==> config.mk <==
export PLATFORM = sky130hd
export DESIGN_NAME = rr_ppe_arb
export DESIGN_NICKNAME = d
export VERILOG_FILES = /design/src/rtl/rr_ppe_pkg.sv /design/src/rtl/ppe_fixed_enc.sv /design/src/rtl/ppe_onehot_idx.sv /design/src/rtl/ppe_core.sv /design/src/rtl/rr_ppe_arb.sv
export SDC_FILE = /design/constraint.sdc
export NUM_CORES = 1
export LEC_CHECK = 0
export BUFFER_PORTS_ARGS = -buffer_cell sky130_fd_sc_hd__clkbuf_2
export CORE_MARGIN = 1
export CORE_UTILIZATION = 45
export DETAILED_ROUTE_END_ITERATION = 10
export PLACE_DENSITY = 0.78
export SLEW_MARGIN = 0
export SYNTH_ARGS = -nofsm -noshare
export SYNTH_HDL_FRONTEND = slang
export SYNTH_SLANG_ARGS = --single-unit
==> constraint.sdc <==
create_clock -name clk_i -period 4.2 [get_ports clk_i]
set_input_delay 0.21 -clock clk_i [delete_from_list [all_inputs] [get_ports clk_i]]
set_output_delay 0.21 -clock clk_i [all_outputs]
set_load 0.01 [all_outputs]
==> src/rtl/rr_ppe_pkg.sv <==
package rr_ppe_pkg;
  typedef enum logic {
    ENC_CHAIN = 1'b0,
    ENC_TREE  = 1'b1
  } enc_style_e;
endpackage

==> src/rtl/ppe_fixed_enc.sv <==
// Fixed-priority encoder: the lowest set bit wins, one-hot out.
module ppe_fixed_enc
  import rr_ppe_pkg::*;
#(
  parameter int unsigned N     = 32,
  parameter enc_style_e  STYLE = ENC_TREE
) (
  input  logic [N-1:0] req_i,
  output logic [N-1:0] grant_o
);
  localparam int unsigned LVL = (N > 1) ? $clog2(N) : 1;

  // clear_below[j] = no request at any index below j
  logic [N-1:0] clear_below;

  if (STYLE == ENC_CHAIN) begin : g_chain
    assign clear_below[0] = 1'b1;
    for (genvar j = 1; j < N; j++) begin : g_bit
      assign clear_below[j] = clear_below[j-1] & ~req_i[j-1];
    end
  end else begin : g_tree
    // Prefix OR, one stage per doubling of span
    logic [N-1:0] pfx [LVL+1];
    assign pfx[0] = req_i;
    for (genvar s = 0; s < LVL; s++) begin : g_lvl
      for (genvar j = 0; j < N; j++) begin : g_bit
        if (j >= (1 << s)) begin : g_or
          assign pfx[s+1][j] = pfx[s][j] | pfx[s][j-(1<<s)];
        end else begin : g_pass
          assign pfx[s+1][j] = pfx[s][j];
        end
      end
    end
    assign clear_below[0] = 1'b1;
    for (genvar j = 1; j < N; j++) begin : g_out
      assign clear_below[j] = ~pfx[LVL][j-1];
    end
  end

  assign grant_o = req_i & clear_below;
endmodule

==> src/rtl/ppe_onehot_idx.sv <==
module ppe_onehot_idx #(
  parameter int unsigned N = 32,
  localparam int unsigned W = $clog2(N)
) (
  input  logic [N-1:0] onehot_i,
  output logic [W-1:0] idx_o
);
  always_comb begin
    idx_o = '0;
    for (int j = 0; j < N; j++) begin
      if (onehot_i[j]) idx_o = idx_o | W'(j);
    end
  end
endmodule

==> src/rtl/ppe_core.sv <==
// Mask-and-select programmable priority encoder.
module ppe_core
  import rr_ppe_pkg::*;
#(
  parameter int unsigned N     = 32,
  parameter enc_style_e  STYLE = ENC_TREE,
  localparam int unsigned W    = $clog2(N)
) (
  input  logic [N-1:0] req_i,
  input  logic [W-1:0] ptr_i,
  output logic [N-1:0] grant_o,
  output logic         valid_o
);
  logic [N-1:0] hi_mask;
  logic [N-1:0] req_hi;
  logic [N-1:0] grant_hi;
  logic [N-1:0] grant_all;
  logic         use_hi;

  for (genvar j = 0; j < N; j++) begin : g_mask
    assign hi_mask[j] = (32'(ptr_i) <= j);
  end

  assign req_hi = req_i & hi_mask;
  assign use_hi = |req_hi;

  ppe_fixed_enc #(.N(N), .STYLE(STYLE)) u_enc_hi (
    .req_i   (req_hi),
    .grant_o (grant_hi)
  );

  ppe_fixed_enc #(.N(N), .STYLE(STYLE)) u_enc_all (
    .req_i   (req_i),
    .grant_o (grant_all)
  );

  assign grant_o = use_hi ? grant_hi : grant_all;
  assign valid_o = |req_i;
endmodule

==> src/rtl/rr_ppe_arb.sv <==
module rr_ppe_arb
  import rr_ppe_pkg::*;
#(
  parameter int unsigned N     = 32,
  parameter enc_style_e  STYLE = ENC_TREE,
  localparam int unsigned W    = $clog2(N)
) (
  input  logic         clk_i,
  input  logic         rst_ni,
  input  logic [N-1:0] req_i,
  input  logic         load_i,
  input  logic [W-1:0] ptr_i,
  input  logic         accept_i,
  output logic [N-1:0] grant_o,
  output logic         valid_o,
  output logic [W-1:0] grant_idx_o,
  output logic [W-1:0] ptr_o
);
  logic [W-1:0] ptr_q, ptr_d;
  logic [W-1:0] step_ptr;

  ppe_core #(.N(N), .STYLE(STYLE)) u_core (
    .req_i   (req_i),
    .ptr_i   (ptr_q),
    .grant_o (grant_o),
    .valid_o (valid_o)
  );

  ppe_onehot_idx #(.N(N)) u_idx (
    .onehot_i (grant_o),
    .idx_o    (grant_idx_o)
  );

  assign step_ptr = (grant_idx_o == W'(N-1)) ? '0 : grant_idx_o + W'(1);

  always_comb begin
    ptr_d = ptr_q;
    if (load_i)                   ptr_d = ptr_i;
    else if (accept_i && valid_o) ptr_d = step_ptr;
  end

  always_ff @(posedge clk_i or negedge rst_ni) begin
    if (!rst_ni) ptr_q <= '0;
    else         ptr_q <= ptr_d;
  end

  assign ptr_o = ptr_q;
endmodule

==> key figures, run 1 <==
Run status
  • Status: did not finish
  • Failing step: global routing
  • First error message: [ERROR GRT-0232] Routing congestion too high. Check the congestion heatmap in the GUI.

Logic synthesis
  • Cells after synthesis: roughly 330
  • Dominant cell type by area after synthesis: nand2_1
  • Synth Net Count: 371
  • Synth unique cells: 74
  • FF+latch count, synth: 5
  • Post-synth EDFFs: 0
  • Register area share after synthesis: slightly below 6%
  • Mean Syn Cell Area: roughly 6.4 um2
  • Area share of the largest cell type after synthesis: about 6.1%
  • Share of synthesized flip-flops with an asynchronous set or reset: 100%
  • Area contributors post-synth: nand2_1 (6.1%), dfrtp_1 (6.0%), nand3_1 (5.5%)
  • Synth cell count leaders: nand2_1 (34), nor2_1 (28), nand3_1 (23), nor3_1 (20)
  • Ys flop type: dfrtp_1
  • Synth Cell Area: 0.00210 mm2
  • Synth warn: 0
  • Cell with the most instances after synthesis: nand2_1

Die
  • Initial Utilization: 47.6%
  • Die W: 70.3 um
  • Site Rows: 24
  • Io pins: 84
  • Chip Height: between 70 and 80 um

Global route
  • GR Overflow Total: 7
  • Largest net degree at the start of global routing: 17
  • Total track usage: just under 70%

Place
  • Post-DP HPWL: around 7.9 mm
  • Placer congestion estimate: roughly 0.95
  • I/O Buffers: 83

CTS
  • Total CTS buffers: 3
  • CTS max path bufs: 2
  • Sink Count: 5
  • H-tree Lvls: 1
  • Clk root buf: clkbuf_8

Timing
  • Worst setup endpoint GRT: ptr_o[3]$_DFFE_PN0P_/D
  • Category of the worst endpoint: register data pin
## routing by layer
metal	global-route usage, %	overflow
met5	4.44	0
met4	69.6	3
met3	46.9	0
met2	91.0	4
met1	67.6	0
## through the flow
step	setup slack (ns)	instances	instance area (um2)
CTS	-0.0105	573	3710
detailed placement	-0.117	527	3250
global placement	-0.00986	527	3250
floorplan	0.000927	328	2280
## kinds of logic after synthesis
logic type | share of synthesized area, %
flip-flops | 5.95
AND/OR/NAND/NOR | 48.8
XOR/XNOR | 0.417
multiplexers | 0.952
adder cells (fa/ha/maj) | 1.19
AO/OA/AOI/OAI | 35.0
buffers and inverters | 7.68
## timing repair
| action | in CTS |
|---|---|
| setup buffers | 41 |
| gates resized for setup | 20 |
| pin swaps | 18 |
| endpoints found under the setup margin | 1 |
| hold buffers | 1 |
| hold endpoints to repair | 5 |
==> run 2: changes to the inputs <==
--- a/config.mk
+++ b/config.mk
@@ -7,9 +7,9 @@
 export LEC_CHECK = 0
 export BUFFER_PORTS_ARGS = -buffer_cell sky130_fd_sc_hd__clkbuf_2
 export CORE_MARGIN = 1
-export CORE_UTILIZATION = 45
+export CORE_UTILIZATION = 30
 export DETAILED_ROUTE_END_ITERATION = 10
-export PLACE_DENSITY = 0.78
+export PLACE_DENSITY_LB_ADDON = 0.15
 export SLEW_MARGIN = 0
 export SYNTH_ARGS = -nofsm -noshare
 export SYNTH_HDL_FRONTEND = slang
==> constraint.sdc (replaced) <==
create_clock -name clk_i -period 5.5 [get_ports clk_i]
set_input_delay 0.275 -clock clk_i [delete_from_list [all_inputs] [get_ports clk_i]]
set_output_delay 0.275 -clock clk_i [all_outputs]
set_load 0.01 [all_outputs]
==> run 2 against run 1 <==
Against the previous run: the flow now finishes without violations; synthesized cell count did not move; area after synthesis did not move.
==> key figures, run 2 <==
Logic synthesis
  • Mean Syn Cell Area: 6.41 um2
  • Synth cell count leaders: nand2_1 (34), nor2_1 (28), nand3_1 (23), nor3_1 (20)
  • Dominant cell type by area after synthesis: nand2_1
  • Register area share after synthesis: between 5 and 6%
  • Area contributors post-synth: nand2_1 (6.1%), dfrtp_1 (6.0%), nand3_1 (5.5%)
  • Share of synthesized flip-flops with an asynchronous set or reset: 100%
  • Cells after synthesis: between 300 and 400
  • FF+latch count, synth: 5
  • Cell with the most instances after synthesis: nand2_1
  • Area share of the largest cell type after synthesis: about 6.1%
  • Ys flop type: dfrtp_1
  • Post-synth EDFFs: 0
  • Synth unique cells: between 70 and 80
  • Synth Net Count: between 300 and 400
  • Synth Cell Area: between 0.002 and 0.0025 mm2
  • Synth warn: 0

Global route
  • Total track usage: around 25%
  • GR Overflow Total: 0
  • Number of global-route vias before repair: 2780
  • First-pass GRT wire length: about 14 mm
  • Initial antenna violation count: 0
  • Largest net degree at the start of global routing: 23

Worst setup path
  • Crit path max-delay family: simple AND/OR/NAND/NOR gates
  • R2R Path Start: ptr_o[2]
  • Worst Setup End Kind: flop
  • Startpoint Class: flop
  • Worst Setup SP: ptr_o[2]
  • Slowest library cell on the worst path: a2111oi_0
  • Crit Path Max Fanout: 22
  • Worst path buffer plus inverter count: 2
  • R2r setup slk: 0.27 ns
  • Setup crit end: ptr_o[3]
  • CP Depth: 17
  • Reg2Reg Depth: 17
  • CP cell instances: buf_4 > nor4_2 > o21ai_1 > nand4_1 > nor4b_2 > buf_4 > o211a_1 > a2111oi_0 > nand2_1 > or4_4 > ha_1 > and3_1 > ha_1 > or2_2 > a31o_2 > a31o_1 > a32oi_1
  • Worst reg2reg endpoint: ptr_o[3]
  • Required @ worst endpoint: between 5 and 6 ns
  • Crit path largest cell delay: between 0.6 and 0.7 ns
  • Worst Path Arrival: roughly 5.4 ns
  • Critical path class: flop to flop

Timing
  • Final worst setup slack: approximately 0.27 ns
  • Endpoints failing setup: 0
  • Max-slew headroom: 40.7%
  • Max-slew violations: 0
  • Tightest Pin Transition: ~0.88 ns
  • Unrepaired setup endpoints after global routing: false
  • Post-route setup TNS: 0 ns
  • Achievable clock frequency: between 0.15 and 0.2 GHz
  • Final Skew: 0.000417 ns
  • WHS: 0.264 ns
  • Min cycle time layout: 5.23 ns
  • Post-route clock period utilization: between 90% and 100%
  • Final Hold Violating Endpoints: 0

Die
  • Die W: ~86 um
  • Chip Height: about 86 um
  • Site Rows: 30
  • Core area: 0.00679 mm2
  • Die footprint: approximately 0.0073 mm2
  • Initial Utilization: between 30 and 40%
  • Io pins: 84

Cells and area
  • Inserted Diodes: 0
  • Post-Layout Cell Count: just over 500
  • Layout Area Growth over Synthesis: 28.6%
  • Fill cell count: between 700 and 800
  • Utilization after layout: approximately two fifths
  • Register area: ~130 um2
  • Most common cell after layout, fill and taps aside: clkbuf_2
  • Commonest non-fill, non-tap cells in the layout: clkbuf_2 (83), nand2_1 (34), nor2_1 (28), nand3_1 (23), nor3_1 (20)
  • Post-route cell area: 0.00270 mm2
  • Max reg flops: 5
  • Area of the multi-input gates: between 0.0015 and 0.002 mm2
  • Layout cells sized above 1: 28.6%
  • Nets: around 460

Power and ir drop
  • Net Sw Frac: 55.6%
  • Cell Pwr Density: 218 mW/mm2
  • Sw power: ~330 uW
  • Total power draw: just under 600 uW
  • Leakage dissipation: around 1.3 nW
  • Clock Power Share: between 10% and 20%
  • Power share of the sequential group: 14.4%
  • Worst VDD drop: about 0.23 mV
  • Internal power: 261 uW
  • Comb power frac: between 70% and 80%

CTS
  • CTS tree: yes
  • Post-cts gate resize count: 0
  • Sink Count: 5
  • Clk root buf: clkbuf_8
  • Hold-fix buffers at CTS: 1
  • H-tree Lvls: 1
  • CTS max path bufs: 2
  • Latest clock arrival within the worst-skew pair: roughly 0.22 ns
  • Setup bufs post-CTS: 0
  • Total CTS buffers: 3
  • Worst-path clk slew: approximately 0.030 ns

Job
  • Max Cap Viol: 0

Place
  • Placer congestion estimate: 1.01
  • Placed inst area: roughly 0.0026 mm2
  • I/O Buffers: 83
  • Placed Instances: roughly 500
  • Post-place setup slack: between 0.4 and 0.5 ns
  • Post-DP HPWL: around 7.5 mm

Detailed routing
  • Starting DRT DRC Count: 306
  • # DRC: 0
  • Vias: ~3.1k
  • Detail Route Antenna Nets: 0
  • Final WL: 9.21 mm
  • Vias/cell: between 6 and 7
  • DR pass1 iterations: 7
  • DR WL/cell: 18.1 um

Hold path
  • Hold Crit Class: primary input to flop

Run status
  • Status: complete, no violations
==> run 2: cell counts after synthesis <==
No cell type changed its count.
==> run 2: logic make-up (layout without fill, tap and decap cells) <==
| group | Yosys count | in the layout | synth area share [%] |
|---|---|---|---|
| AND/OR/NAND/NOR | 186 | 186 | 48.8 |
| multiplexers | 2 | 2 | 0.952 |
| AO/OA/AOI/OAI | 97 | 97 | 35.0 |
| buffers and inverters | 35 | 119 | 7.68 |
| adder cells (fa/ha/maj) | 2 | 2 | 1.19 |
| flip-flops | 5 | 5 | 5.95 |
| XOR/XNOR | 1 | 1 | 0.417 |
==> run 2: worst min path at each step <==
| stage | from | slack, ns | cells past startpoint | endpoint |
|---|---|---|---|---|
| 6_report | ptr_i[1] | 0.26 | 3 | ptr_o[1] |
| 2_1_floorplan | rst_ni | -0.02 | 0 | ptr_o[0] |
| 4_1_cts | ptr_i[1] | 0.26 | 3 | ptr_o[1] |
| 5_1_grt | ptr_i[1] | 0.28 | 3 | ptr_o[1] |
| 3_5_place_dp | rst_ni | 0.1 | 1 | ptr_o[4] |
| 3_3_place_gp | rst_ni | 0.1 | 1 | ptr_o[4] |
==> run 2: layer usage <==
| metal | part of all wire [%] | GRT usage [%] |
|---|---|---|
| met5 | 0 | 0 |
| met2 | 43 | 38.3 |
| met4 | 3.5 | 9.24 |
| met3 | 8.4 | 2.60 |
| met1 | 45 | 34.6 |
==> run 2: power groups by stage <==
| stage | sequential (mW) | clock, mW | combinational [mW] |
|---|---|---|---|
| after floorplan | 0.0588 | 0 | 0.300 |
| after global placement | 0.0830 | 0 | 0.431 |
| after detailed placement | 0.0838 | 0 | 0.428 |
| after CTS | 0.0834 | 0.0687 | 0.430 |
| after global routing | 0.0867 | 0.0715 | 0.473 |
| final | 0.0849 | 0.0670 | 0.436 |
==> run 2: final cells by class <==
cell class	instances	area share, %
Inverter	16	2.22
Multi-Input combinational cell	288	67.1
Timing Repair Buffer	99	19.9
Clock buffer	4	1.67
Tap cell	96	4.44
Sequential cell	5	4.63
==> run 2: worst reg2reg max path: stages, from the launching register on <==
cell	delay, ns
dfrtp_1	0.60
buf_4	0.28
nor4_2	0.47
o21ai_1	0.21
nand4_1	0.32
nor4b_2	0.09
buf_4	0.23
o211a_1	0.19
a2111oi_0	0.63
nand2_1	0.16
or4_4	0.49
ha_1	0.23
and3_1	0.15
ha_1	0.22
or2_2	0.31
a31o_2	0.22
a31o_1	0.19
a32oi_1	0.16
(Power assumes the default switching activity.)
==> run 3: changes to the inputs <==
==> constraint.sdc (replaced) <==
create_clock -name clk_i -period 4.3 [get_ports clk_i]
set_input_delay 0.215 -clock clk_i [delete_from_list [all_inputs] [get_ports clk_i]]
set_output_delay 0.215 -clock clk_i [all_outputs]
set_load 0.01 [all_outputs]
==> run 3 against run 2 <==
Against the previous run: die area unchanged; count of clock-buffer cells in the layout unchanged; global-route usage up 3.0 points; power up 91%; wire length up 21%; worst setup slack worse by 0.24 ns; clock skew up 0.0012 ns; via count up 11%; sequential power up 0.9%; first-iteration DRC count up 11%; largest power group unchanged; highest routed layer unchanged.
==> key figures, run 3 (synthesis results as in run 2) <==
Run status
  • Status: complete, no violations

Cells and area
  • Fill cell count: 699
  • Nets: approximately 550
  • Max reg flops: 5
  • Layout cells sized above 1: 48.7%
  • Commonest non-fill, non-tap cells in the layout: buf_4 (89), clkbuf_2 (83), nand2_1 (32), nor2_1 (28), nand3_1 (21)
  • Inserted Diodes: 0
  • Post-route cell area: approximately 0.0038 mm2
  • Most common cell after layout, fill and taps aside: buf_4
  • Layout Area Growth over Synthesis: 78.5%

Die
  • Site Rows: 30
  • Core area: 0.00679 mm2
  • Io pins: 84
  • Initial Utilization: between 30 and 40%
  • Die W: approximately 86 um
  • Die footprint: 0.00735 mm2
  • Chip Height: ~86 um

Detailed routing
  • DR pass1 iterations: 5
  • # DRC: 0
  • Vias: roughly 3.5k
  • Starting DRT DRC Count: approximately 340
  • Final WL: 11.1 mm
  • Detail Route Antenna Nets: 0
  • DR WL/cell: 18.7 um
  • Vias/cell: 5.86

CTS
  • Total CTS buffers: 3
  • Worst-path clk slew: around 0.04 ns
  • H-tree Lvls: 1
  • Latest clock arrival within the worst-skew pair: ~0.22 ns
  • Sink Count: 5
  • CTS tree: yes
  • CTS max path bufs: 2
  • Clk root buf: clkbuf_8

Hold path
  • Hold_sp: ptr_i[3]
  • Hold Crit Class: primary input to flop

Timing
  • Max-slew violations: 0
  • Min cycle time layout: approximately 4.3 ns
  • Endpoints failing setup: 0
  • Unrepaired setup endpoints after global routing: true
  • Final Hold Violating Endpoints: 0
  • Final worst setup slack: ~0.025 ns
  • Achievable clock frequency: approximately 0.23 GHz
  • WHS: 0.207 ns
  • Final Skew: ~0.0016 ns
  • Tightest Pin Transition: 0.725 ns
  • Max-slew headroom: about 51%
  • Post-route clock period utilization: 99.4%

Power and ir drop
  • Cell Pwr Density: between 300 and 400 mW/mm2
  • Leakage dissipation: approximately 1.9 nW
  • Worst VDD drop: between 0.2 and 0.25 mV
  • Total power draw: 1.13 mW

Job
  • Max Cap Viol: 0

Worst setup path
  • Worst Path Arrival: between 4 and 5 ns
  • Worst Setup End Kind: flop
  • Slowest library cell on the worst path: or4_4
  • R2R Path Start: ptr_o[0]
  • CP cell instances: buf_4 > buf_4 > a21boi_1 > o2bb2ai_4 > nand4_1 > or3_4 > a21o_1 > and4_4 > or4_4 > or4_4 > ha_2 > and3_4 > ha_4 > or2_4 > a31o_4 > a31o_1 > a32oi_1
  • Worst path buffer plus inverter count: 2
  • Crit Path Max Fanout: 7
  • Critical path class: flop to flop
  • Worst Setup SP: ptr_o[0]
  • Required @ worst endpoint: 4.43 ns
  • Crit path max-delay family: simple AND/OR/NAND/NOR gates
  • Crit path largest cell delay: ~0.48 ns
  • Startpoint Class: flop

Global route
  • GR Overflow Total: 0
  • Total track usage: about 28%
  • Initial antenna violation count: 0
  • First-pass GRT wire length: about 16 mm
  • Number of global-route vias before repair: between 3k and 4k
  • Largest net degree at the start of global routing: 20

Place
  • Post-place setup slack: -0.0850 ns
  • I/O Buffers: 83
  • Placer congestion estimate: 0.996
  • Post-DP HPWL: between 8 and 9 mm
  • Placed inst area: between 0.003 and 0.004 mm2
run 3: what timing repair did:
| action | CTS | global route |
|---|---|---|
| endpoints found under the hold margin | 5 | 0 |
| buffers inserted | 9 | 15 |
| hold buffers | 1 | 0 |
| pin swaps | 7 | 22 |
| cloned | 0 | 1 |
| setup endpoints to repair | 1 | 2 |
| resized for setup | 14 | 49 |
run 3: path summary, 6_finish.rpt:
check	endpoint	slack, ns	cells past startpoint
max in group asynchronous	ptr_o[1]	3.80	2
min reg2reg	ptr_o[4]	0.89	3
min	ptr_o[3]	0.21	3
min in group asynchronous	ptr_o[2]	0.35	2
max reg2reg	ptr_o[3]	0.02	17
max	ptr_o[3]	0.02	17
run 3: layout make-up:
cell class	count	area (um2)	share of cell area (%)
clock buffers	4	45.0	1.20
repair buffers	188	1300	34.6
multi-input cells	288	2100	55.9
well taps	96	120	3.20
inverters	16	60.1	1.60
flip-flops and latches	5	131	3.50
run 3: layer usage:
metal | GRT usage (%) | wire, um | vias up
li1 | - | - | 1633
met1 | 38.8 | 4720 | 1620
met2 | 44.1 | 5120 | 211
met3 | 2.69 | 948 | 36
met4 | 8.48 | 351 | 0
met5 | 0 | 0 | -
run 3: tightest hold or removal path: stages:
cell	delay [ns]
clkbuf_2	0.08
inv_1	0.04
a32oi_1	0.05
run 3: report_power, final:
part	switching [mW]	leakage (nW)	internal [mW]	total [mW]
registers	0.0253	0.0549	0.0605	0.0857
logic	0.487	1.83	0.465	0.952
clock network	0.0247	0.0228	0.0638	0.0885
run 3: through the flow:
step	std cells	utilization (%)	TNS (ns)
global placement	567	47.2	-0.00167
CTS	581	49.5	0
detailed placement	567	47.2	-0.0850
global route	597	55.2	-0.0664
finish	597	55.2	0
floorplan	328	-	0
